<file path="src/rtl/gpio_lvl_pkg.sv">
package gpio_lvl_pkg;

  typedef enum logic [2:0] {
    RD_MODE  = 3'd0,
    RD_DIR   = 3'd1,
    RD_DATA  = 3'd2,
    RD_LEVEL = 3'd3,
    RD_STAT  = 3'd4,
    RD_NMIEN = 3'd5,
    RD_NONE  = 3'd6
  } rdSelE;

  typedef struct packed {
    logic  wrMode;
    logic  wrDir;
    logic  wrData;
    logic  wrLevel;
    logic  wrStat;
    logic  wrNmien;
    rdSelE rdSel;
  } strobeS;

endpackage

</file>
<file path="src/rtl/gpio_lvl_ctrl.sv">
module gpio_lvl_ctrl
  import gpio_lvl_pkg::*;
#(
  parameter int ADDR_W = 8
) (
  input  logic              busSel,
  input  logic              busWrite,
  input  logic [ADDR_W-1:0] busAddr,
  output strobeS            strobes
);
  localparam int IDX_W = ADDR_W - 2;
  localparam logic [IDX_W-1:0] IDX_MODE  = IDX_W'(0);
  localparam logic [IDX_W-1:0] IDX_DIR   = IDX_W'(1);
  localparam logic [IDX_W-1:0] IDX_DATA  = IDX_W'(2);
  localparam logic [IDX_W-1:0] IDX_LEVEL = IDX_W'(3);
  localparam logic [IDX_W-1:0] IDX_STAT  = IDX_W'(4);
  localparam logic [IDX_W-1:0] IDX_NMIEN = IDX_W'(5);

  logic [IDX_W-1:0] wordIdx;
  logic             aligned;
  logic             doWrite;

  assign wordIdx = busAddr[ADDR_W-1:2];
  assign aligned = (busAddr[1:0] == 2'b00);
  assign doWrite = busSel && busWrite && aligned;

  always_comb begin
    strobes = '0;
    strobes.rdSel = RD_NONE;
    if (aligned) begin
      unique case (wordIdx)
        IDX_MODE:  begin strobes.rdSel = RD_MODE;  strobes.wrMode  = doWrite; end
        IDX_DIR:   begin strobes.rdSel = RD_DIR;   strobes.wrDir   = doWrite; end
        IDX_DATA:  begin strobes.rdSel = RD_DATA;  strobes.wrData  = doWrite; end
        IDX_LEVEL: begin strobes.rdSel = RD_LEVEL; strobes.wrLevel = doWrite; end
        IDX_STAT:  begin strobes.rdSel = RD_STAT;  strobes.wrStat  = doWrite; end
        IDX_NMIEN: begin strobes.rdSel = RD_NMIEN; strobes.wrNmien = doWrite; end
        default:   strobes.rdSel = RD_NONE;
      endcase
    end
  end

  // At most one register is written per access
  always_comb begin
    AST_ONE_WRITE: assert ($onehot0({strobes.wrMode, strobes.wrDir, strobes.wrData,
                                     strobes.wrLevel, strobes.wrStat, strobes.wrNmien}));
  end

  // A misaligned access never selects a register
  always_comb begin
    AST_MISALIGNED: assert (aligned || strobes.rdSel == RD_NONE);
  end

endmodule

</file>
<file path="src/rtl/gpio_lvl_datapath.sv">
module gpio_lvl_datapath
  import gpio_lvl_pkg::*;
#(
  parameter int NUM_PINS    = 32,
  parameter int SYNC_STAGES = 2
) (
  input  logic                clk,
  input  logic                rstN,
  input  strobeS              strobes,
  input  logic [NUM_PINS-1:0] busWdata,
  output logic [NUM_PINS-1:0] busRdata,
  input  logic [NUM_PINS-1:0] pinIn,
  output logic [NUM_PINS-1:0] pinOut,
  output logic [NUM_PINS-1:0] pinOe,
  input  logic [NUM_PINS-1:0] altOut,
  input  logic [NUM_PINS-1:0] altOe,
  output logic                nmiOut
);
  localparam int LAST_STAGE = SYNC_STAGES - 1;

  logic [NUM_PINS-1:0] modeQ, dirQ, dataQ, levelQ, statQ, nmienQ;
  logic [NUM_PINS-1:0] syncQ [SYNC_STAGES];
  logic [NUM_PINS-1:0] pinNow;
  logic [NUM_PINS-1:0] matchVec;

  // Input synchroniser chain
  always_ff @(posedge clk or negedge rstN) begin
    if (!rstN) syncQ[0] <= '0;
    else       syncQ[0] <= pinIn;
  end

  for (genvar s = 1; s < SYNC_STAGES; s++) begin : gSync
    always_ff @(posedge clk or negedge rstN) begin
      if (!rstN) syncQ[s] <= '0;
      else       syncQ[s] <= syncQ[s-1];
    end
  end

  assign pinNow   = syncQ[LAST_STAGE];
  assign matchVec = ~(pinNow ^ levelQ);

  // Configuration registers
  always_ff @(posedge clk or negedge rstN) begin
    if (!rstN) begin
      modeQ  <= '0;
      dirQ   <= '0;
      dataQ  <= '0;
      levelQ <= '0;
      nmienQ <= '0;
    end else begin
      if (strobes.wrMode)  modeQ  <= busWdata;
      if (strobes.wrDir)   dirQ   <= busWdata;
      if (strobes.wrData)  dataQ  <= busWdata;
      if (strobes.wrLevel) levelQ <= busWdata;
      if (strobes.wrNmien) nmienQ <= busWdata;
    end
  end

  // Sticky capture: a live match overrides a software write
  always_ff @(posedge clk or negedge rstN) begin
    if (!rstN) statQ <= '0;
    else       statQ <= (strobes.wrStat ? busWdata : statQ) | matchVec;
  end

  // Per-pin ownership mux
  for (genvar p = 0; p < NUM_PINS; p++) begin : gPin
    assign pinOut[p] = modeQ[p] ? altOut[p] : dataQ[p];
    assign pinOe[p]  = modeQ[p] ? altOe[p]  : dirQ[p];
  end

  assign nmiOut = |(statQ & nmienQ);

  always_comb begin
    unique case (strobes.rdSel)
      RD_MODE:  busRdata = modeQ;
      RD_DIR:   busRdata = dirQ;
      RD_DATA:  busRdata = pinNow;
      RD_LEVEL: busRdata = levelQ;
      RD_STAT:  busRdata = statQ;
      RD_NMIEN: busRdata = nmienQ;
      default:  busRdata = '0;
    endcase
  end

  AST_MATCH_SETS: assert property (@(posedge clk) disable iff (!rstN)
    (matchVec != '0) |=> ((statQ & $past(matchVec)) == $past(matchVec)));

  AST_STICKY: assert property (@(posedge clk) disable iff (!rstN)
    !strobes.wrStat |=> ((statQ & $past(statQ)) == $past(statQ)));

  AST_NMI_QUIET: assert property (@(posedge clk) disable iff (!rstN)
    (nmienQ == '0) |-> !nmiOut);

  AST_INPUT_FLOAT: assert property (@(posedge clk) disable iff (!rstN)
    ((~modeQ & ~dirQ & pinOe) == '0));

endmodule

</file>
<file path="src/rtl/gpio_level_irq.sv">
module gpio_level_irq
  import gpio_lvl_pkg::*;
#(
  parameter int NUM_PINS = 32,
  parameter int ADDR_W   = 8
) (
  input  logic                clk,
  input  logic                rstN,
  input  logic                busSel,
  input  logic                busWrite,
  input  logic [ADDR_W-1:0]   busAddr,
  input  logic [NUM_PINS-1:0] busWdata,
  output logic [NUM_PINS-1:0] busRdata,
  input  logic [NUM_PINS-1:0] pinIn,
  output logic [NUM_PINS-1:0] pinOut,
  output logic [NUM_PINS-1:0] pinOe,
  input  logic [NUM_PINS-1:0] altOut,
  input  logic [NUM_PINS-1:0] altOe,
  output logic                nmiOut
);
  strobeS strobes;

  gpio_lvl_ctrl #(.ADDR_W(ADDR_W)) uCtrl (
    .busSel  (busSel),
    .busWrite(busWrite),
    .busAddr (busAddr),
    .strobes (strobes)
  );

  gpio_lvl_datapath #(.NUM_PINS(NUM_PINS), .SYNC_STAGES(2)) uDp (
    .clk     (clk),
    .rstN    (rstN),
    .strobes (strobes),
    .busWdata(busWdata),
    .busRdata(busRdata),
    .pinIn   (pinIn),
    .pinOut  (pinOut),
    .pinOe   (pinOe),
    .altOut  (altOut),
    .altOe   (altOe),
    .nmiOut  (nmiOut)
  );

  AST_RESET_QUIET: assert property (@(posedge clk) $rose(rstN) |-> (pinOe == '0 && !nmiOut));

endmodule

</file>
<file path="config.mk">
export PLATFORM = sky130hd
export DESIGN_NAME = gpio_level_irq
export DESIGN_NICKNAME = d
export VERILOG_FILES = /design/src/rtl/gpio_lvl_pkg.sv /design/src/rtl/gpio_lvl_ctrl.sv /design/src/rtl/gpio_lvl_datapath.sv /design/src/rtl/gpio_level_irq.sv
export SDC_FILE = /design/constraint.sdc
export NUM_CORES = 1
export LEC_CHECK = 0
export BUFFER_PORTS_ARGS = -buffer_cell sky130_fd_sc_hd__buf_2
export CAP_MARGIN = 15
export CORE_UTILIZATION = 30
export CTS_BUF_LIST = sky130_fd_sc_hd__clkbuf_2
export CTS_CLUSTER_DIAMETER = 40
export DETAILED_ROUTE_END_ITERATION = 8
export PLACE_DENSITY = 0.59
export SKIP_CTS_REPAIR_TIMING = 1
export SYNTH_ARGS = -nofsm -noshare
export SYNTH_HDL_FRONTEND = slang
export SYNTH_SLANG_ARGS = --single-unit
export TNS_END_PERCENT = 50
</file>
<file path="constraint.sdc">
create_clock -name clk -period 2.35 [get_ports clk]
set_clock_uncertainty 0.05 [all_clocks]
set_input_delay 0.47 -clock clk [delete_from_list [all_inputs] [get_ports clk]]
set_output_delay 0.47 -clock clk [all_outputs]
set_load 0.01 [all_outputs]
</file>
==> results of run 1 <==
-- synthesized netlist by cell type (6+ instances only) --
cell / count / area share
mux2_2: 243 / 0.24
mux2i_1: 15 / 0.013
nand2_1: 73 / 0.024
a221o_1: 6 / 0.0052
mux2_1: 6 / 0.0059
nand4_1: 6 / 0.0033
a21oi_1: 7 / 0.0030
dfrtp_1: 256 / 0.56
a211o_1: 15 / 0.011
o21ai_0: 11 / 0.0048
nor3_1: 16 / 0.0070
a22oi_1: 35 / 0.023
nor2_1: 7 / 0.0023
clkbuf_1: 28 / 0.0091
nand3_1: 34 / 0.015
xor2_1: 32 / 0.024
and3_1: 7 / 0.0038
a31oi_1: 14 / 0.0076
a222oi_1: 17 / 0.015
buf_2: 15 / 0.0065
-- state kept, by name (all words and copies together) (netlist names) --
signal / flops
uDp.dataQ: 32
uDp.nmienQ: 32
uDp.dirQ: 32
uDp.pinNow: 32
uDp.syncQ: 32
uDp.modeQ: 32
uDp.statQ: 32
uDp.levelQ: 32
-- power by group through the flow --
stage,clock network (mW),logic [mW],registers [mW]
2_1_floorplan,0,0.336,4.68
3_3_place_gp,0,0.806,4.72
3_5_place_dp,0,0.818,4.73
4_1_cts,3.48,0.822,4.64
5_1_grt,3.71,1.09,4.65
6_report,3.31,1.01,4.64
-- layer usage --
| metal | routed length, um | track usage | up-vias |
|---|---|---|---|
| met5 | 0 | 0 | - |
| met4 | 936 | 0.07149 | 0 |
| met3 | 1929 | 0.04599 | 56 |
| met2 | 17510 | 0.2926 | 278 |
| met1 | 16470 | 0.2439 | 4554 |
| li1 | - | - | 4158 |
-- layout by cell type (no fill, tap or decap), types with 10 or more instances in the layout --
master	count
mux2i_1	15
nand3_1	32
clkinv_1	15
nor3_1	15
mux2_4	41
buf_6	64
buf_4	75
dlygate4sd3_1	65
a222oi_1	17
nand2_1	72
a22oi_2	12
buf_12	20
dfrtp_1	233
clkbuf_2	102
mux2_2	202
buf_2	183
o21ai_1	10
a22oi_1	23
a211o_1	15
xor2_1	32
dfrtp_2	23
-- worst paths after layout --
check	slack, ns	depth (start not counted)	to
min	0.10	2	uDp.dataQ[21]
min in group clk	0.17	2	uDp.syncQ[46]
min reg2reg	0.27	0	uDp.pinNow[15]
max	-0.58	4	nmiOut
max reg2reg	1.38	2	uDp.dirQ[16]
max in group asynchronous	1.41	3	uDp.modeQ[12]
-- critical path, stage by stage (launching register included) --
cell,delay [ns]
dfrtp_1,0.42
a22oi_1,0.36
nand4_1,0.14
or4_1,0.47
buf_4,0.18
-- cells by family after synthesis --
logic type / share of synthesized area
XOR/XNOR: 0.02436
AO/OA/AOI/OAI: 0.06972
flip-flops: 0.5569
buffers and inverters: 0.02186
multiplexers: 0.2568
AND/OR/NAND/NOR: 0.07037
-- final cells by class --
class,instances,area share
timing repair buffer,408,0.2014
sequential,256,0.3968
multi-input combinational,563,0.3196
antenna,4,0.0006172
clock buffer,102,0.03148
clock inverter,28,0.01026
tap,511,0.03943
inverter,2,0.0004629
-- per-stage QoR --
step | hold WS (ns) | worst slack [ns] | util
floorplan | 0.1244 | 0.01090 | -
CTS | -0.5944 | -0.8887 | 0.3903
detailed placement | 0.2847 | -0.3873 | 0.3723
global route | 0.03570 | -0.7188 | 0.4304
finish | 0.1007 | -0.5797 | 0.4305
global placement | 0.2829 | -0.3858 | 0.3723
==> impl_metrics.toml, run 1 <==
[run_status]
outcome = "complete, but fails checks"
violations = "negative setup slack"

[sta]
setup_repair_after_global_routing_missed_its_margin = "true"
fin_crit_sh = 1.247
slew_headroom = 0.5258
min_period_ns = 2.930
timing.final.ws_setup_ns = -0.5797
fin_tns_setup_ns = -11.08
report.final.hold_viol_count = 0
worst-slew-pin-transition_ns = 0.7082
maxClockFrequency_mhz = 341.3
count_of_final_max_slew_check_failures = 0
finalSetupViolCount = 44

[detailed_routing]
detail_route.vias_per_cell = 4.827
drt_drc_violations_left = 0
first_iter_violations = 444
detail_route.wirelength_mm = 36.84
routed_wire_length_per_instance_um = 19.66
drt-pass1-iter-count = 6
dr_total_vias = 9046
drtAntennaViolNets = 0

[layout]
postLayoutCellArea_um2 = 16220
layout.nets = 1445
fillCellCount = 3652
areaGrowthSynthToFinish_pct = 40.97
drive_above_1_share = 0.5585
multi_input_area_um2 = 5182
finish.cell_count_without_fillers = 1874
layout.area.seq_um2 = 6435

[logic_synthesis]
synth-main-ff-cell = "dfrtp_1"
ys_seq_area_frac = 0.5569
yosys_warnings = 0
mean_cell_area_of_the_mapped_netlist_um2 = 13.19
synthesis.area_um2 = 11500
ys_async_sr_fraction = 1.000
synth-edff-count = 0
synth_seq_cells = 256
ys_types = 36
synth_cells = 872
postSynthNetCount = 1012

[clock_tree]
cts_inserted_buffers = 74
cts.reportedPaths.clkPinSlew_ns = 0.10
clock_sink_count = 256
cts-root-buf = "clkbuf_2"
cts_max_path_buffers = 3
cts-htree-levels = 3
clkLatencyLatePin_ns = 0.88
cts_tree = "done"

[worst_setup_path]
critical_path.reg2reg.startpoint = "uDp.dirQ[16]"
crit_path_end_kind = "output pin"
critPathLaunchType = "flip-flop"
required_time_of_the_critical_path_ns = 1.83
cp_data_arrival_time_ns = 2.41
worstSetupPathType = "reg -> out"
cp_max_fo = 3
cp-startpoint = "uDp.statQ[5]"

[pwr]
internal-power_mw = 6.478
p_sw_mw = 2.479
clock_power_frac = 0.369
report.power.total_mw = 8.957
pwr_density_cell_nw_per_um2 = 552.3
combPwrFrac = 0.113
sequentialPowerShare = 0.518
worst_voltage_drop_across_the_vdd_grid_v = 0.0002844
p_sw_frac = 0.2768
power.leakage_nw = 8.137

[grt]
grt_max_degree = 67
number_of_global_route_vias_before_repair = 8919
grtUsageTotal = 0.1853
global_route.overflow_total = 0
grt_antenna_before_repair = 3
grt_pass1_wl_mm = 53.74

[placed_design]
placedCellCount = 1652
placement.cell_area_um2 = 14020
place.detailed.hpwl_mm = 25.29
routabilityCongestion = 0.8549
portBuffers = 236

[hold_path]
timing.hold.worst.class = "in -> async"

[die]
floorplan.die.width_um = 197.8
floorplan.rows = 71
coreArea_um2 = 37670
die_area_um2 = 39130
floorplan.io_pins = 237
chip_height_um = 197.8
initial_utilization = 0.3054

[run]
cap_violations = 0
(Power assumes the default switching activity.)
==> run 2: changes to the inputs <==
--- a/config.mk
+++ b/config.mk
@@ -7,11 +7,11 @@
 export LEC_CHECK = 0
 export BUFFER_PORTS_ARGS = -buffer_cell sky130_fd_sc_hd__buf_2
 export CAP_MARGIN = 15
-export CORE_UTILIZATION = 30
+export CORE_UTILIZATION = 45
 export CTS_BUF_LIST = sky130_fd_sc_hd__clkbuf_2
 export CTS_CLUSTER_DIAMETER = 40
 export DETAILED_ROUTE_END_ITERATION = 8
-export PLACE_DENSITY = 0.59
+export PLACE_DENSITY = 0.78
 export SKIP_CTS_REPAIR_TIMING = 1
 export SYNTH_ARGS = -nofsm -noshare
 export SYNTH_HDL_FRONTEND = slang
==> run 2 against run 1 <==
  * The run still ends with negative setup slack left
  * Sequential power about the same
  * Register-to-register slack about the same
  * Via count up 1.7%
  * Design area down 6.0%
  * Global-route usage up 5.7 points
  * Critical endpoint unchanged
==> impl_metrics.toml, run 2 (synthesis gave the netlist of run 1 again) <==
[grt]
grtUsageTotal = 0.2423
grt_max_degree = 70
global_route.overflow_total = 0
grt_antenna_before_repair = 2
number_of_global_route_vias_before_repair = 8955
grt_pass1_wl_mm = 48.71

[sta]
timing.final.ws_setup_ns = -0.4990
fin_crit_sh = 1.212
setup_repair_after_global_routing_missed_its_margin = "true"
finalSetupViolCount = 33
worst-slew-pin-transition_ns = 0.6468
count_of_final_max_slew_check_failures = 0
report.final.hold_viol_count = 0
min_period_ns = 2.849
slew_headroom = 0.5668
maxClockFrequency_mhz = 351.0

[layout]
multi_input_area_um2 = 5011
final_common_cell = "dfrtp_1"
drive_above_1_share = 0.5305
final_core_util = 0.6071
layout.nets = 1425
layout.cells.most_common_list = "249 x dfrtp_1, 229 x mux2_2, 220 x buf_2"
fillCellCount = 1991
areaGrowthSynthToFinish_pct = 32.52
layout.area.seq_um2 = 6415

[run_status]
outcome = "complete, but fails checks"
violations = "negative setup slack"

[run]
cap_violations = 0

[worst_setup_path]
required_time_of_the_critical_path_ns = 1.83
crit_path_end_kind = "output pin"
worstSetupPathType = "reg -> out"
critPathLaunchType = "flip-flop"
cp_max_fo = 3
critical_path_buf_inv_count = 1
critPathTopFamily = "simple AND/OR/NAND/NOR gates"
crit_path_max_incr_delay_ns = 0.52
cp_data_arrival_time_ns = 2.33
setup.reg_to_reg.worst_slack_ns = 1.37
crit_chain = "a22oi_1 > nand4_1 > or4_1 > buf_2"
critical_path.slowest_cell = "or4_1"

[placed_design]
routabilityCongestion = 0.8519
place.detailed.hpwl_mm = 22.21
portBuffers = 236

[pwr]
worst_voltage_drop_across_the_vdd_grid_v = 0.0003971
report.power.total_mw = 8.486
power.leakage_nw = 7.912
pwr_density_cell_nw_per_um2 = 556.7

[die]
floorplan.die.width_um = 161.9
coreArea_um2 = 25110
chip_height_um = 161.9
floorplan.rows = 58
floorplan.io_pins = 237
initial_utilization = 0.4581
die_area_um2 = 26210

[detailed_routing]
drt-pass1-iter-count = 6
drt_drc_violations_left = 0
dr_total_vias = 9203
detail_route.vias_per_cell = 5.547
drtAntennaViolNets = 0
detail_route.wirelength_mm = 33.29
first_iter_violations = 692
routed_wire_length_per_instance_um = 20.07

[clock_tree]
cts-root-buf = "clkbuf_2"
cts_inserted_buffers = 66
cts.reportedPaths.clkPinSlew_ns = 0.11
cts_max_path_buffers = 3
clock_sink_count = 256
cts-htree-levels = 3
clkLatencyLatePin_ns = 0.78
cts_tree = "done"

[hold_path]
timing.hold.worst.class = "in -> async"
[run 2: through the flow]
step	instances	setup TNS, ns	area, um2	hold WS, ns	setup slack (ns)
after floorplan	872	0	11520	0.1244	0.01090
after global placement	1462	-16.32	13630	0.2822	-0.3105
after detailed placement	1462	-18.60	13630	0.2847	-0.3056
after CTS	1572	-10.88	14190	-0.5014	-0.7394
after global routing	1658	-13.01	15240	0.09609	-0.6115
final	1659	-7.884	15240	0.1362	-0.4990
[run 2: worst register-to-register path, delay by kind of cell (launching register included)]
kind,cells,cell delay (ns)
buf+inv,1,0.14
mux,1,0.27
flops,1,0.41
[run 2: cell type report]
| type | instances | share of cell area |
|---|---|---|
| Clock inverter | 18 | 0.006484 |
| Sequential cell | 256 | 0.4208 |
| Antenna cell | 2 | 0.0003283 |
| Clock buffer | 92 | 0.03020 |
| Tap cell | 330 | 0.02708 |
| Multi-Input combinational cell | 563 | 0.3287 |
| Inverter | 2 | 0.0004924 |
| Timing Repair Buffer | 396 | 0.1859 |
[run 2: worst paths after layout]
check | from | to | depth (start not counted)
max | uDp.statQ[9] | nmiOut | 4
min | rstN | uDp.dataQ[23] | 2
max reg2reg | uDp.modeQ[30] | uDp.modeQ[30] | 2
min reg2reg | uDp.syncQ[54] | uDp.pinNow[22] | 0
max in group asynchronous | rstN | uDp.statQ[4] | 3
min in group clk | busAddr[7] | uDp.statQ[8] | 6
[run 2: where the power goes]
part	total (mW)	internal [mW]	leakage, nW	switching, mW
Clock	2.93	1.16	0.432	1.78
Combinational	0.919	0.480	4.24	0.439
Sequential	4.63	4.53	3.24	0.103
[run 2: layer usage]
metal	up-vias	global-route usage	routed length, um
li1	4110	-	-
met1	4639	0.3100	13610
met2	377	0.3999	16750
met3	77	0.05312	2023
met4	0	0.09734	899
met5	-	0	0
==> run 3: changes to the inputs <==
--- a/config.mk
+++ b/config.mk
@@ -12,7 +12,6 @@
 export CTS_CLUSTER_DIAMETER = 40
 export DETAILED_ROUTE_END_ITERATION = 8
 export PLACE_DENSITY = 0.78
-export SKIP_CTS_REPAIR_TIMING = 1
 export SYNTH_ARGS = -nofsm -noshare
 export SYNTH_HDL_FRONTEND = slang
 export SYNTH_SLANG_ARGS = --single-unit
==> run 3 against run 2 <==
  * The flow still finishes with violations (negative setup slack)
  * First-iteration DRC count is 3.2% lower
  * Sequential power hardly changed
  * Clock power hardly changed
  * Routed wire length is 0.99% higher
  * Core utilization is 1.1 points higher
  * Maximum frequency is 0.88% higher
  * Non-clock buffer count is 5 higher
  * Total power is 0.61% higher
  * Hold slack worse by 0.011 ns
  * Cell count is 0.30% higher
  * Critical path depth stayed put
  * Via count is 0.20% lower
  * Highest routed layer unchanged
==> impl_metrics.toml, run 3 (synthesis gave the netlist of run 1 again) <==
[clock_tree]
cts_max_path_buffers = 3
clkLatencyLatePin_ns = 0.78
cts_tree = "done"
clock_sink_count = 256
cts-root-buf = "clkbuf_2"
cts_inserted_buffers = 66
cts-htree-levels = 3
cts.reportedPaths.clkPinSlew_ns = 0.11

[worst_setup_path]
crit_path_end_kind = "output pin"
critPathLaunchType = "flip-flop"
worstSetupPathType = "reg -> out"
setup.reg_to_reg.worst_slack_ns = 1.28
reg2reg_to = "uDp.modeQ[0]"
r2r.worst_path.cells = 3
required_time_of_the_critical_path_ns = 1.83
cp_max_fo = 2
cp_data_arrival_time_ns = 2.30
critical_path.reg2reg.startpoint = "uDp.modeQ[0]"

[detailed_routing]
drt-pass1-iter-count = 6
drtAntennaViolNets = 0
drt_drc_violations_left = 0
first_iter_violations = 670
detail_route.wirelength_mm = 33.62
dr_total_vias = 9185
detail_route.vias_per_cell = 5.520
routed_wire_length_per_instance_um = 20.20

[layout]
final_core_util = 0.6178
areaGrowthSynthToFinish_pct = 34.84
postLayoutCellArea_um2 = 15510
layout.nets = 1430
finish.cell_count_without_fillers = 1664
multi_input_area_um2 = 5096
layout.cells.most_common_list = "246 x dfrtp_1, 217 x mux2_2, 203 x buf_2"
drive_above_1_share = 0.5390
fillCellCount = 1920
final_common_cell = "dfrtp_1"
layout.area.seq_um2 = 6419

[die]
chip_height_um = 161.9
floorplan.rows = 58
floorplan.io_pins = 237
initial_utilization = 0.4581
die_area_um2 = 26210
coreArea_um2 = 25110
floorplan.die.width_um = 161.9

[sta]
timing.final.ws_setup_ns = -0.4740
count_of_final_max_slew_check_failures = 0
maxClockFrequency_mhz = 354.1
fin_crit_sh = 1.202
worst-slew-pin-transition_ns = 0.6445
min_period_ns = 2.824
fin_worst_hold_slack_ns = 0.1247
finalSetupViolCount = 35
slew_headroom = 0.5684
setup_repair_after_global_routing_missed_its_margin = "true"
report.final.hold_viol_count = 0

[pwr]
worst_voltage_drop_across_the_vdd_grid_v = 0.0004069
power.leakage_nw = 7.975
report.power.total_mw = 8.538
sequentialPowerShare = 0.543
clock_power_frac = 0.345
pwr_density_cell_nw_per_um2 = 550.5
internal-power_mw = 6.195
combPwrFrac = 0.112
p_sw_frac = 0.2745
p_sw_mw = 2.343

[grt]
grt_antenna_before_repair = 2
met2_usage = 0.4222
number_of_global_route_vias_before_repair = 9440
global_route.overflow_total = 0
grt_max_degree = 70
grt_pass1_wl_mm = 50.96
grtUsageTotal = 0.2534
globalRoute.busiestLayer = "met2"
grtUsageMet1 = 0.3162
globalRouteMet3Util = 0.05592

[placed_design]
placedCellCount = 1462
place.detailed.hpwl_mm = 22.21
portBuffers = 236
placement.cell_area_um2 = 13630
routabilityCongestion = 0.8519

[run]
cap_violations = 0

[run_status]
violations = "negative setup slack"
outcome = "complete, but fails checks"

[hold_path]
timing.hold.worst.class = "in -> async"
## run 3: changes by cell type in the layout (fill, tap and decap cells not counted), sizes merged
cell and delta:
buf +5
## run 3: critical path, stage by stage (launching register included)
cell     delay (ns)
dfrtp_1        0.43
a22oi_2        0.22
nand4_1        0.22
or4_1          0.46
buf_2          0.17
## run 3: area by class of cell
cell class / instances / area share
clock inverters: 18 / 0.006373
repair buffers: 401 / 0.1942
flip-flops and latches: 256 / 0.4138
well taps: 330 / 0.02662
diodes: 2 / 0.0003227
multi-input cells: 563 / 0.3285
clock buffers: 92 / 0.02968
inverters: 2 / 0.0004840
## run 3: layer usage
metal,up-vias,wire length (um)
met5,-,0
met4,0,918
met3,67,1984
met2,401,16900
met1,4603,13810
li1,4114,-
## run 3: worst max-delay path by stage
stage / start / endpoint / slack (ns)
6_report: uDp.statQ[6] / nmiOut / -0.47
5_1_grt: uDp.statQ[8] / busRdata[8] / -0.61
4_1_cts: uDp.statQ[11] / busRdata[11] / -0.54
3_3_place_gp: busAddr[6] / busRdata[31] / -0.31
3_5_place_dp: busAddr[6] / busRdata[31] / -0.31
2_1_floorplan: busAddr[4] / busRdata[22] / 0.01
## run 3: power by group through the flow
| stage | Clock, mW | Combinational [mW] | Sequential [mW] |
|---|---|---|---|
| 2_1_floorplan | 0 | 0.336 | 4.68 |
| 3_3_place_gp | 0 | 0.761 | 4.72 |
| 3_5_place_dp | 0 | 0.778 | 4.72 |
| 4_1_cts | 3.01 | 0.887 | 4.63 |
| 5_1_grt | 3.25 | 1.03 | 4.65 |
| 6_report | 2.95 | 0.956 | 4.63 |
## run 3: repair_timing
action                                  in CTS  in global routing
pin swaps                                   16                 17
resized for setup                           20                 95
endpoints found under the setup margin      34                 64
hold buffers                                65                  0
hold endpoints to repair                   362                  0
buffers inserted                            13                 12
## run 3: through the flow
| stage | TNS (ns) | setup slack (ns) |
|---|---|---|
| after floorplan | 0 | 0.01090 |
| after global placement | -16.32 | -0.3105 |
| after detailed placement | -18.60 | -0.3056 |
| after CTS | -10.15 | -0.5377 |
| after global routing | -13.04 | -0.6110 |
| final | -7.753 | -0.4740 |
